===== src/rtl/evt_stamp_latch.sv =====
module evt_stamp_latch #(
  parameter int CNT_W = 40
) (
  input  logic             clk,
  input  logic             rst_n,
  input  logic [CNT_W-1:0] time_ns,
  input  logic             tx_event,
  input  logic             rx_event,
  input  logic             tx_enable,
  input  logic             rx_enable,
  input  logic             rx_inband,
  input  logic             rd_en,
  input  logic [2:0]       rd_addr,
  output logic [31:0]      rd_data,
  output logic             hdr_valid,
  output logic             hdr_first,
  output logic             hdr_last,
  output logic [31:0]      hdr_data
);
  localparam int PAD = 64 - CNT_W;

  logic        tx_valid, rx_valid;
  logic [63:0] tx_stamp, rx_stamp, hdr_stamp;
  logic [2:0]  hdr_cnt;
  logic [63:0] now_stamp;
  logic        tx_hi_rd, rx_hi_rd, tx_cap, rx_cap, hdr_start;

  assign now_stamp = {{PAD{1'b0}}, time_ns};
  assign tx_hi_rd  = rd_en && (rd_addr == 3'd2);
  assign rx_hi_rd  = rd_en && (rd_addr == 3'd6);
  assign tx_cap    = tx_event && tx_enable && !tx_valid && !tx_hi_rd;
  assign rx_cap    = rx_event && rx_enable && !rx_inband && !rx_valid && !rx_hi_rd;
  assign hdr_start = rx_event && rx_inband && (hdr_cnt == 3'd0);

  always_ff @(posedge clk) begin
    if (!rst_n) begin
      tx_valid <= 1'b0;
      tx_stamp <= '0;
    end else if (tx_hi_rd) begin
      tx_valid <= 1'b0;
    end else if (tx_cap) begin
      tx_valid <= 1'b1;
      tx_stamp <= now_stamp;
    end
  end

  always_ff @(posedge clk) begin
    if (!rst_n) begin
      rx_valid <= 1'b0;
      rx_stamp <= '0;
    end else if (rx_hi_rd) begin
      rx_valid <= 1'b0;
    end else if (rx_cap) begin
      rx_valid <= 1'b1;
      rx_stamp <= now_stamp;
    end
  end

  always_ff @(posedge clk) begin
    if (!rst_n) begin
      hdr_cnt   <= 3'd0;
      hdr_stamp <= '0;
    end else if (hdr_start) begin
      hdr_cnt   <= 3'd1;
      hdr_stamp <= now_stamp;
    end else if (hdr_cnt == 3'd4) begin
      hdr_cnt   <= 3'd0;
    end else if (hdr_cnt != 3'd0) begin
      hdr_cnt   <= hdr_cnt + 3'd1;
    end
  end

  assign hdr_valid = (hdr_cnt != 3'd0);
  assign hdr_first = (hdr_cnt == 3'd1);
  assign hdr_last  = (hdr_cnt == 3'd4);
  assign hdr_data  = (hdr_cnt == 3'd3) ? hdr_stamp[31:0] :
                     (hdr_cnt == 3'd4) ? hdr_stamp[63:32] : 32'd0;

  always_comb begin
    case (rd_addr)
      3'd0:    rd_data = {30'd0, tx_enable, tx_valid};
      3'd1:    rd_data = tx_stamp[31:0];
      3'd2:    rd_data = tx_stamp[63:32];
      3'd4:    rd_data = {29'd0, rx_inband, rx_enable, rx_valid};
      3'd5:    rd_data = rx_stamp[31:0];
      3'd6:    rd_data = rx_stamp[63:32];
      default: rd_data = 32'd0;
    endcase
  end


  a_r1_tx_disabled: assert property (@(posedge clk) disable iff (!rst_n)
    (!tx_valid && !tx_enable) |=> !tx_valid);

  a_r2_tx_capture: assert property (@(posedge clk) disable iff (!rst_n)
    (tx_event && tx_enable && !tx_valid && !rd_en) |=>
      (tx_valid && tx_stamp == {{PAD{1'b0}}, $past(time_ns)}));

  a_r3_tx_locked: assert property (@(posedge clk) disable iff (!rst_n)
    (tx_valid && !tx_hi_rd) |=> (tx_valid && $stable(tx_stamp)));
  a_r3_rx_locked: assert property (@(posedge clk) disable iff (!rst_n)
    (rx_valid && !rx_hi_rd) |=> (rx_valid && $stable(rx_stamp)));

  a_r4_release: assert property (@(posedge clk) disable iff (!rst_n)
    (rd_en && rd_addr == 3'd6) |=> !rx_valid);

  a_r8_inband_no_slot: assert property (@(posedge clk) disable iff (!rst_n)
    (rx_inband && !rx_valid) |=> !rx_valid);

  a_r7_hdr_order: assert property (@(posedge clk) disable iff (!rst_n)
    hdr_first |=> (hdr_valid && !hdr_first && hdr_data == 32'd0));

  a_r9_burst_kept: assert property (@(posedge clk) disable iff (!rst_n)
    (hdr_valid && !hdr_last) |=> (hdr_valid && !hdr_first && $stable(hdr_stamp)));
endmodule


===== config.mk =====
export PLATFORM = sky130hd
export DESIGN_NAME = evt_stamp_latch
export DESIGN_NICKNAME = d
export VERILOG_FILES = /design/src/rtl/evt_stamp_latch.sv
export SDC_FILE = /design/constraint.sdc
export NUM_CORES = 1
export LEC_CHECK = 0
export ABC_CLOCK_PERIOD_IN_PS = 1300
export CAP_MARGIN = 20
export CORE_ASPECT_RATIO = 1.5
export CORE_UTILIZATION = 46
export DETAILED_ROUTE_END_ITERATION = 8
export GPL_ROUTABILITY_DRIVEN = 0
export GPL_TIMING_DRIVEN = 1
export HOLD_SLACK_MARGIN = 0.12
export PLACE_DENSITY = 0.8
export RECOVER_POWER = 25
export SYNTH_ARGS = -nofsm -noshare
export SYNTH_HDL_FRONTEND = slang
export SYNTH_SLANG_ARGS = --single-unit

===== constraint.sdc =====
create_clock -name clk -period 1.3 [get_ports clk]
set_input_delay 0.13 -clock clk [delete_from_list [all_inputs] [get_ports clk]]
set_output_delay 0.13 -clock clk [all_outputs]
set_load 0.01 [all_outputs]

After elaboration in Yosys (flattened, before gate mapping)
Cells that the tools add are included.
{"block": "classes", "n_addsub": 1, "n_eq_ne": 8, "n_mux": 6, "bitwise_logic": 3, "n_reduce_logical": 25}
{"op": "case mux 32 bit (6 select lines)", "count": 1}
{"op": "2-to-1 mux 32 bit", "count": 1}
{"op": "equality test 3 bit, second input constant", "count": 4}
{"op": "logical AND 1 bit", "count": 11}
{"op": "2-to-1 mux 8 bit", "count": 1}
{"op": "equality test 3 x 1 -> 1 bit, second input constant", "count": 2}
{"op": "equality test 3 x 2 -> 1 bit, second input constant", "count": 2}
{"op": "zero test 3 bit", "count": 2}
{"op": "nonzero test 3 bit", "count": 2}
{"op": "zero test 1 bit", "count": 5}
{"op": "AND reduction 2 bit", "count": 2}
{"op": "OR reduction 2 bit", "count": 2}
{"op": "adder 3 x 1 -> 3 bit, second input constant", "count": 1}
{"op": "2-to-1 mux 1 bit", "count": 3}
{"op": "inverter 1 bit", "count": 3}
{"op": "OR reduction 3 bit", "count": 1}
{"block": "totals", "register_bits": 125, "input_bits": 51, "output_inout_bits": 67, "wordCells": 50}

Depth between registers and ports, before layout
Gate-level depths: netlist of run 1.
{"block": "depth", "ltp_word": 5, "mapped_depth": 7}

Least setup slack after synthesis of run 1
No wires, ideal clock.
{"block": "synth_path", "path_type": "reg2out", "from": "register hdr_cnt[0]", "to": "output hdr_data[0]", "arrival_time_ns": 1.419, "required_ns": 1.170, "path_slack_ns": -0.249, "stages_incl_launch_ff": 7, "path_buffers": 1, "path_cell_list": "dfxtp_1 inv_1 ha_1 and2_1 clkbuf_1 nand2_1 o21ai_0"}
{"block": "synth_between", "elab_chain_len": 3, "elab_cells_between_ends": 4}
{"element": "start: declaration", "line": "24", "rtl": "logic [2:0] hdr_cnt;"}
{"element": "start signal: assignment", "line": "69", "rtl": "hdr_cnt <= hdr_cnt + 3'd1;"}
{"element": "equality test 3 bit"}
{"element": "named net hdr_last", "line": "17", "rtl": "output logic hdr_last,"}
{"element": "2-to-1 mux 8 bit", "line": "77", "rtl": "(hdr_cnt == 3'd4) ? hdr_stamp[63:32] : 32'd0;"}
{"element": "2-to-1 mux 32 bit", "line": "76", "rtl": "assign hdr_data = (hdr_cnt == 3'd3) ? hdr_stamp[31:0] :"}
{"element": "end: declaration", "line": "18", "rtl": "output logic [31:0] hdr_data"}
The timed path passes the listed nets, and every way through them passes these cells.

Worst setup path after layout of run 1
{"block": "layout_path", "from": "register hdr_cnt[1]", "to": "output hdr_data[2]"}
{"block": "layout_between", "elab_chain_len": 3, "elab_cells_between_ends": 4}
{"element": "equality test 3 bit", "line": "77"}
{"element": "2-to-1 mux 8 bit", "line": "77"}
{"element": "2-to-1 mux 32 bit (*)", "line": "76"}
Mark *: on every way between the ends. The rest lies on a longest branch, timed or not.

==> impl_metrics.csv, run 1 <==
group,metric,value,unit
die,die_h,139,um
run,max_cap_viol_count,0,
synthesis,synth-xor-area-share,0,
cells_and_area,fillers,811,
detailed_routing,drtIter0Drc,220,
grt,antenna_found_initial,0,
cells_and_area,n_antenna_cell,0,
pwr,ir_drop,1170,uV
pwr,power_density,1290,nW/um^2
critical_path,critical_path_class,"reg2out",
critical_path,cp-end-kind,"output pin",
synthesis,synth_top_family_by_area,"simple AND/OR/NAND/NOR gates",
sta,fmax,573,MHz
sta,hold_viol,0,
critical_path,required,1.17,ns
sta,skew,0.00642,ns
synthesis,synthSimpleGateAreaFrac,0.214,
sta,worst_slew_pin_slew,0.478,ns
clock_network,cts.clk_slew.worst_paths,0.05,ns
detailed_routing,wl_per_cell,20.4,um
synthesis,synth_mux_area_frac,0.198,
placed_design,hpwlAfterDp,11.4,mm
critical_path,worst-path-max-fanout,3,
sta,tns,-31.78,ns
critical_path,cp_slowest_stage_delay,0.36,ns
grt,grt_max_degree,42,
sta,slew_headroom,0.677,
synthesis,synth_warnings,0,
synthesis,seq_area_frac_synth,0.437,
detailed_routing,drc_errors,0,
cells_and_area,layout_commonest_cell,"nand2_1",
die,die_w,93.1,um
clock_network,cts_buffers,17,
synthesis,syn_avg_cell_area,8.75,um^2
cells_and_area,final_cell_mix,"196 x nand2_1, 102 x mux2i_1, 98 x dfxtp_1",
clock_network,clk_latency,0.42,ns
grt,grt_pass1_vias,5594,
grt,grt-ovfl-total,0,
clock_network,hold_buffers,0,
sta,finalMaxSlewViolations,0,
critical_path,reg2reg_setup_slack,-0.39,ns
cells_and_area,nets,876,
synthesis,yosys.cell_types.count,38,
clock_network,clkSinkCount,125,
grt,grt_pass1_wl,28.1,mm
outcome,status,"finished, violations left",
synthesis,synth_seq_cells,125,
clock_network,clockBufferDepth,2,
clock_network,h-tree-depth,4,
synthesis,synthCells,654,
grt,grtUsageTotal,0.287,
placed_design,io_buffers,117,
synthesis,synthesis.nets,709,
die,core,12100,um^2
detailed_routing,viasPerCell,5.64,
synthesis,syn_area,5730,um^2
die,ioPinCount,118,
sta,timing.final.crit_share,1.34,
outcome,violations,"setup timing",
critical_path,cpMaxStageDelayCell,"dfxtp_4",
sta,setup_violations,157,
clock_network,cts_tree,"built",
sta,finalHoldWorstSlack,0.143,ns
critical_path,startpoint_type,"flip-flop",
synthesis,synth_fa_ha_area_frac,0.00874,
pwr,p_leak,3.92,nW
sta,setup_ws,-0.445,ns
die,row_count,49,
synthesis,synth-compound-area-share,0.0903,
critical_path,cp_top_family,"flip-flops",
detailed_routing,highest_layer,"met4",
sta,rsz0062_at_grt,"true",
detailed_routing,ant_nets,0,
cells_and_area,layout-drive-gt1-share,0.366,
die,dieArea,12900,um^2
clock_network,root_buffer,"clkbuf_16",
detailed_routing,vias,5566,
detailed_routing,wirelength,20.2,mm
detailed_routing,m1WireLength,7.10,mm
detailed_routing,wl_met3,1.20,mm
detailed_routing,route.met2.wl,10.6,mm
critical_path,crit_chain,"inv_4 -> ha_4 -> and2_4 -> buf_6 -> nand2_2 -> o21ai_2 -> buf_2",
critical_path,cp.arrival,1.61,ns
hold_path,min_path_type,"in2reg",
critical_path,crit_buf_inv,3,
die,start_util,0.474,
cells_and_area,area_delta_synth_final,55.1,%
detailed_routing,drtPass1Iterations,5,
sta,period_needed,1.74,ns
[metrics by stage]
step	util	power (mW)	cell area [um^2]	worst slack, ns	cells
after floorplan	-	5.09	5740	0.00413	654
after detailed placement	0.605	5.78	7300	-0.831	920
final	0.735	11.4	8880	-0.445	987
after global routing	0.735	11.8	8880	-0.484	987
after global placement	0.605	5.72	7300	-0.772	920
after CTS	0.674	10.9	8140	-0.415	969
[synthesized netlist by cell type, drive strengths merged]
cell type	number	area, um^2
a21boi	40	300
a21oi	6	30.0
a221oi	5	43.8
a22oi	5	37.5
a31o	1	8.76
a31oi	1	6.26
and2	25	156
and3	1	6.26
and4b	1	10.0
and4bb	1	12.5
buf	21	171
clkbuf	29	110
dfxtp	125	2500
ha	4	50.1
inv	4	15.0
mux2	2	22.5
mux2i	109	1090
mux4	1	22.5
nand2	222	833
nand2b	2	20.0
nand3	1	5.00
nand4b	1	8.76
nor2	24	90.1
nor2b	4	25.0
nor3	1	16.3
nor3b	2	15.0
nor4bb	1	25.0
o21a	1	7.51
o21ai	11	58.8
o221ai	1	8.76
o22a	1	8.76
o22ai	1	6.26
[worst min-delay path, stage by stage]
cell and delay (ns):
buf_4 0.21, nand2_1 0.10, mux2i_1 0.05
[registers in the layout, indices dropped and copies added (netlist names)]
name       flops
hdr_cnt        3
rx_valid       1
tx_stamp      40
rx_stamp      40
hdr_stamp     40
tx_valid       1
[per-layer routing]
metal	GRT usage	vias up
met4	0.181	0
li1	-	2518
met3	0.0614	90
met1	0.296	2700
met2	0.514	258
met5	0	-
[cell type report]
class | instances | area [um^2] | area share
Clock inverter | 11 | 141 | 0.0159
Multi-Input combinational cell | 475 | 3390 | 0.382
Tap cell | 153 | 191 | 0.0216
Sequential cell | 125 | 2540 | 0.286
Clock buffer | 21 | 460 | 0.0518
Timing Repair Buffer | 198 | 2130 | 0.240
Inverter | 4 | 20.0 | 0.00225
[power by group]
group | total, mW | leakage, nW | internal, mW | switching [mW]
clock | 4.83 | 0.289 | 3.10 | 1.73
sequential | 4.25 | 1.03 | 4.08 | 0.170
combinational | 2.35 | 2.60 | 1.23 | 1.11
total | 11.4 | 3.92 | 8.42 | 3.01
[repair_timing]
| action | in CTS | in global routing |
|---|---|---|
| setup endpoints to repair | 181 | 163 |
| resized for setup | 340 | 176 |
| gates cloned | 9 | 8 |
| setup buffers | 9 | 12 |
| pin swaps | 13 | 33 |
[cells by family (layout without fill, tap and decap cells)]
family          Yosys count  after routing
simple gates            286            286
flops                   125            125
mux                     112            112
compound gates           73             73
buf+inv                  54            234
fa+ha+maj                 4              4
[final timing paths]
path	depth (start not counted)	from	endpoint
setup / recovery	7	hdr_cnt[1]	hdr_data[2]
hold / removal	3	rst_n	tx_stamp[31]
setup reg to reg	9	hdr_cnt[1]	hdr_stamp[39]
hold reg to reg	2	hdr_stamp[20]	hdr_stamp[20]
(Power assumes the default switching activity.)
==> run 2, diff against run 1 <==
CORE_UTILIZATION = 26   (was 46)
PLACE_DENSITY = 0.52   (was 0.8)
==> impl_metrics.csv, run 2 (synthesis gave the netlist of run 1 again) <==
group,metric,value,unit
clock_network,clockBufferDepth,2,
clock_network,cts_tree,"built",
sta,setup_violations,134,
cells_and_area,area_delta_synth_final,56.6,%
detailed_routing,drtPass1Iterations,4,
critical_path,r2r-end,"hdr_stamp[32]",
critical_path,cp.arrival,1.67,ns
sta,rsz0062_at_grt,"true",
placed_design,io_buffers,117,
detailed_routing,drc_errors,0,
clock_network,root_buffer,"clkbuf_16",
clock_network,cts.clk_slew.worst_paths,0.06,ns
die,row_count,66,
clock_network,h-tree-depth,4,
cells_and_area,final_area,8970,um^2
grt,grt_pass1_wl,28.2,mm
die,die_h,184,um
hold_path,hold_depth,4,
critical_path,timing.rr.start,"hdr_cnt[1]",
outcome,status,"finished, violations left",
detailed_routing,ant_nets,0,
cells_and_area,fillers,2199,
cells_and_area,reg_top3,"hdr_stamp (40), rx_stamp (40), tx_stamp (40)",
sta,hold_viol,0,
sta,skew,0.00801,ns
die,die_w,123,um
sta,setup_ws,-0.495,ns
detailed_routing,drtIter0Drc,163,
clock_network,clk_latency,0.42,ns
cells_and_area,final_cell_mix,"216 x nand2_1, 101 x mux2i_1, 101 x dfxtp_1",
detailed_routing,wl_per_cell,17.5,um
detailed_routing,vias,5120,
critical_path,reg2reg_setup_slack,-0.31,ns
sta,tns,-27.31,ns
sta,period_needed,1.80,ns
critical_path,cp_top_family,"buffers and inverters",
die,ioPinCount,118,
cells_and_area,layout-drive-gt1-share,0.337,
sta,fmax,557,MHz
critical_path,required,1.17,ns
critical_path,startpoint_type,"flip-flop",
pwr,p_leak,3.89,nW
cells_and_area,nets,887,
critical_path,crit_buf_inv,3,
grt,grt_max_degree,62,
hold_path,holdPathEnd,"rx_valid",
grt,grtUsageTotal,0.170,
critical_path,critical_path_class,"reg2out",
grt,grt-ovfl-total,0,
critical_path,cpMaxStageDelayCell,"dfxtp_4",
die,start_util,0.265,
sta,slew_headroom,0.674,
sta,finalMaxSlewViolations,0,
grt,grt_pass1_vias,5058,
hold_path,min_path_type,"in2reg",
detailed_routing,viasPerCell,4.58,
critical_path,worst-path-max-fanout,5,
detailed_routing,wirelength,19.6,mm
cells_and_area,n_antenna_cell,0,
placed_design,place_area,7530,um^2
outcome,violations,"setup timing",
die,core,21600,um^2
pwr,power_density,1270,nW/um^2
clock_network,clkSinkCount,125,
sta,timing.final.crit_share,1.38,
cells_and_area,layout_commonest_cell,"nand2_1",
critical_path,cp_slowest_stage_delay,0.36,ns
critical_path,crit_chain,"ha_4 -> ha_4 -> buf_6 -> buf_6 -> o21ai_2 -> buf_2",
die,dieArea,22600,um^2
clock_network,cts_buffers,17,
hold_path,min_from,"rd_addr[2]",
placed_design,hpwlAfterDp,11.9,mm
pwr,ir_drop,819,uV
run,max_cap_viol_count,0,
sta,worst_slew_pin_slew,0.488,ns
critical_path,cp-end-kind,"output pin",
grt,antenna_found_initial,0,
sta,finalHoldWorstSlack,0.272,ns
critical_path,r2r_cells,8,
[run 2: cell types whose count changed in the layout (fill, tap and decap cells not counted), sizes merged]
| cell | previous run | this run |
|---|---|---|
| buf | 137 | 148 |
| dlygate4sd3 | 0 | 1 |
| inv | 4 | 6 |
| clkinvlp | 3 | 1 |
| bufbuf | 0 | 2 |
| clkinv | 5 | 6 |
| clkbuf | 36 | 32 |
[run 2: area by class of cell]
| type | count | area (um^2) | share of cell area |
|---|---|---|---|
| inverter | 4 | 15.0 | 0.00167 |
| clock buffer | 20 | 467 | 0.0520 |
| sequential | 125 | 2540 | 0.283 |
| timing repair buffer | 209 | 2250 | 0.251 |
| multi-input combinational | 475 | 3200 | 0.357 |
| tap | 272 | 340 | 0.0379 |
| clock inverter | 12 | 160 | 0.0179 |
[run 2: where the power goes]
| group | total [mW] | switching, mW | internal, mW |
|---|---|---|---|
| combinational | 2.16 | 0.987 | 1.17 |
| clock | 5.03 | 1.84 | 3.19 |
| sequential | 4.22 | 0.143 | 4.08 |
[run 2: metrics by stage]
| stage | util | setup slack (ns) | instances | power, mW |
|---|---|---|---|---|
| global placement | 0.348 | -0.817 | 1048 | 5.84 |
| CTS | 0.403 | -0.543 | 1107 | 11.4 |
| detailed placement | 0.348 | -0.827 | 1048 | 5.86 |
| finish | 0.415 | -0.495 | 1117 | 11.4 |
| global route | 0.415 | -0.559 | 1117 | 11.9 |
| floorplan | - | 0.00413 | 654 | 5.09 |
[run 2: worst reg2reg max path: stages (launching register included)]
cell and delay (ns):
dfxtp_4 0.36, inv_2 0.07, ha_4 0.13, buf_6 0.11
and4b_4 0.31, buf_6 0.14, bufbuf_16 0.24, nand2_1 0.05
a21boi_1 0.13
[run 2: routing by layer]
| layer | track usage | wire length [um] | part of all wire |
|---|---|---|---|
| met1 | 0.197 | 8370 | 0.43 |
| met2 | 0.310 | 10300 | 0.53 |
| met4 | 0.0477 | 268 | 0.014 |
| met5 | 0 | 0 | 0 |
| met3 | 0.0326 | 610 | 0.031 |
[run 2: repair_timing]
item | CTS | global route
gates cloned | 10 | 8
hold buffers | 1 | 0
pin swaps | 26 | 12
endpoints found under the setup margin | 189 | 162
endpoints found under the hold margin | 5 | 0
buffers inserted | 17 | 4
gates resized for setup | 426 | 45
[run 2: worst max-delay path by stage]
stage,cells after the start,slack [ns],to,start
finish,6,-0.50,hdr_data[1],hdr_cnt[0]
global route,6,-0.56,hdr_data[1],hdr_cnt[0]
floorplan,6,0.004,hdr_stamp[10],hdr_cnt[0]
CTS,6,-0.54,hdr_data[30],hdr_cnt[1]
detailed placement,7,-0.83,rd_data[3],rd_addr[0]
global placement,5,-0.82,rd_data[0],rd_addr[0]
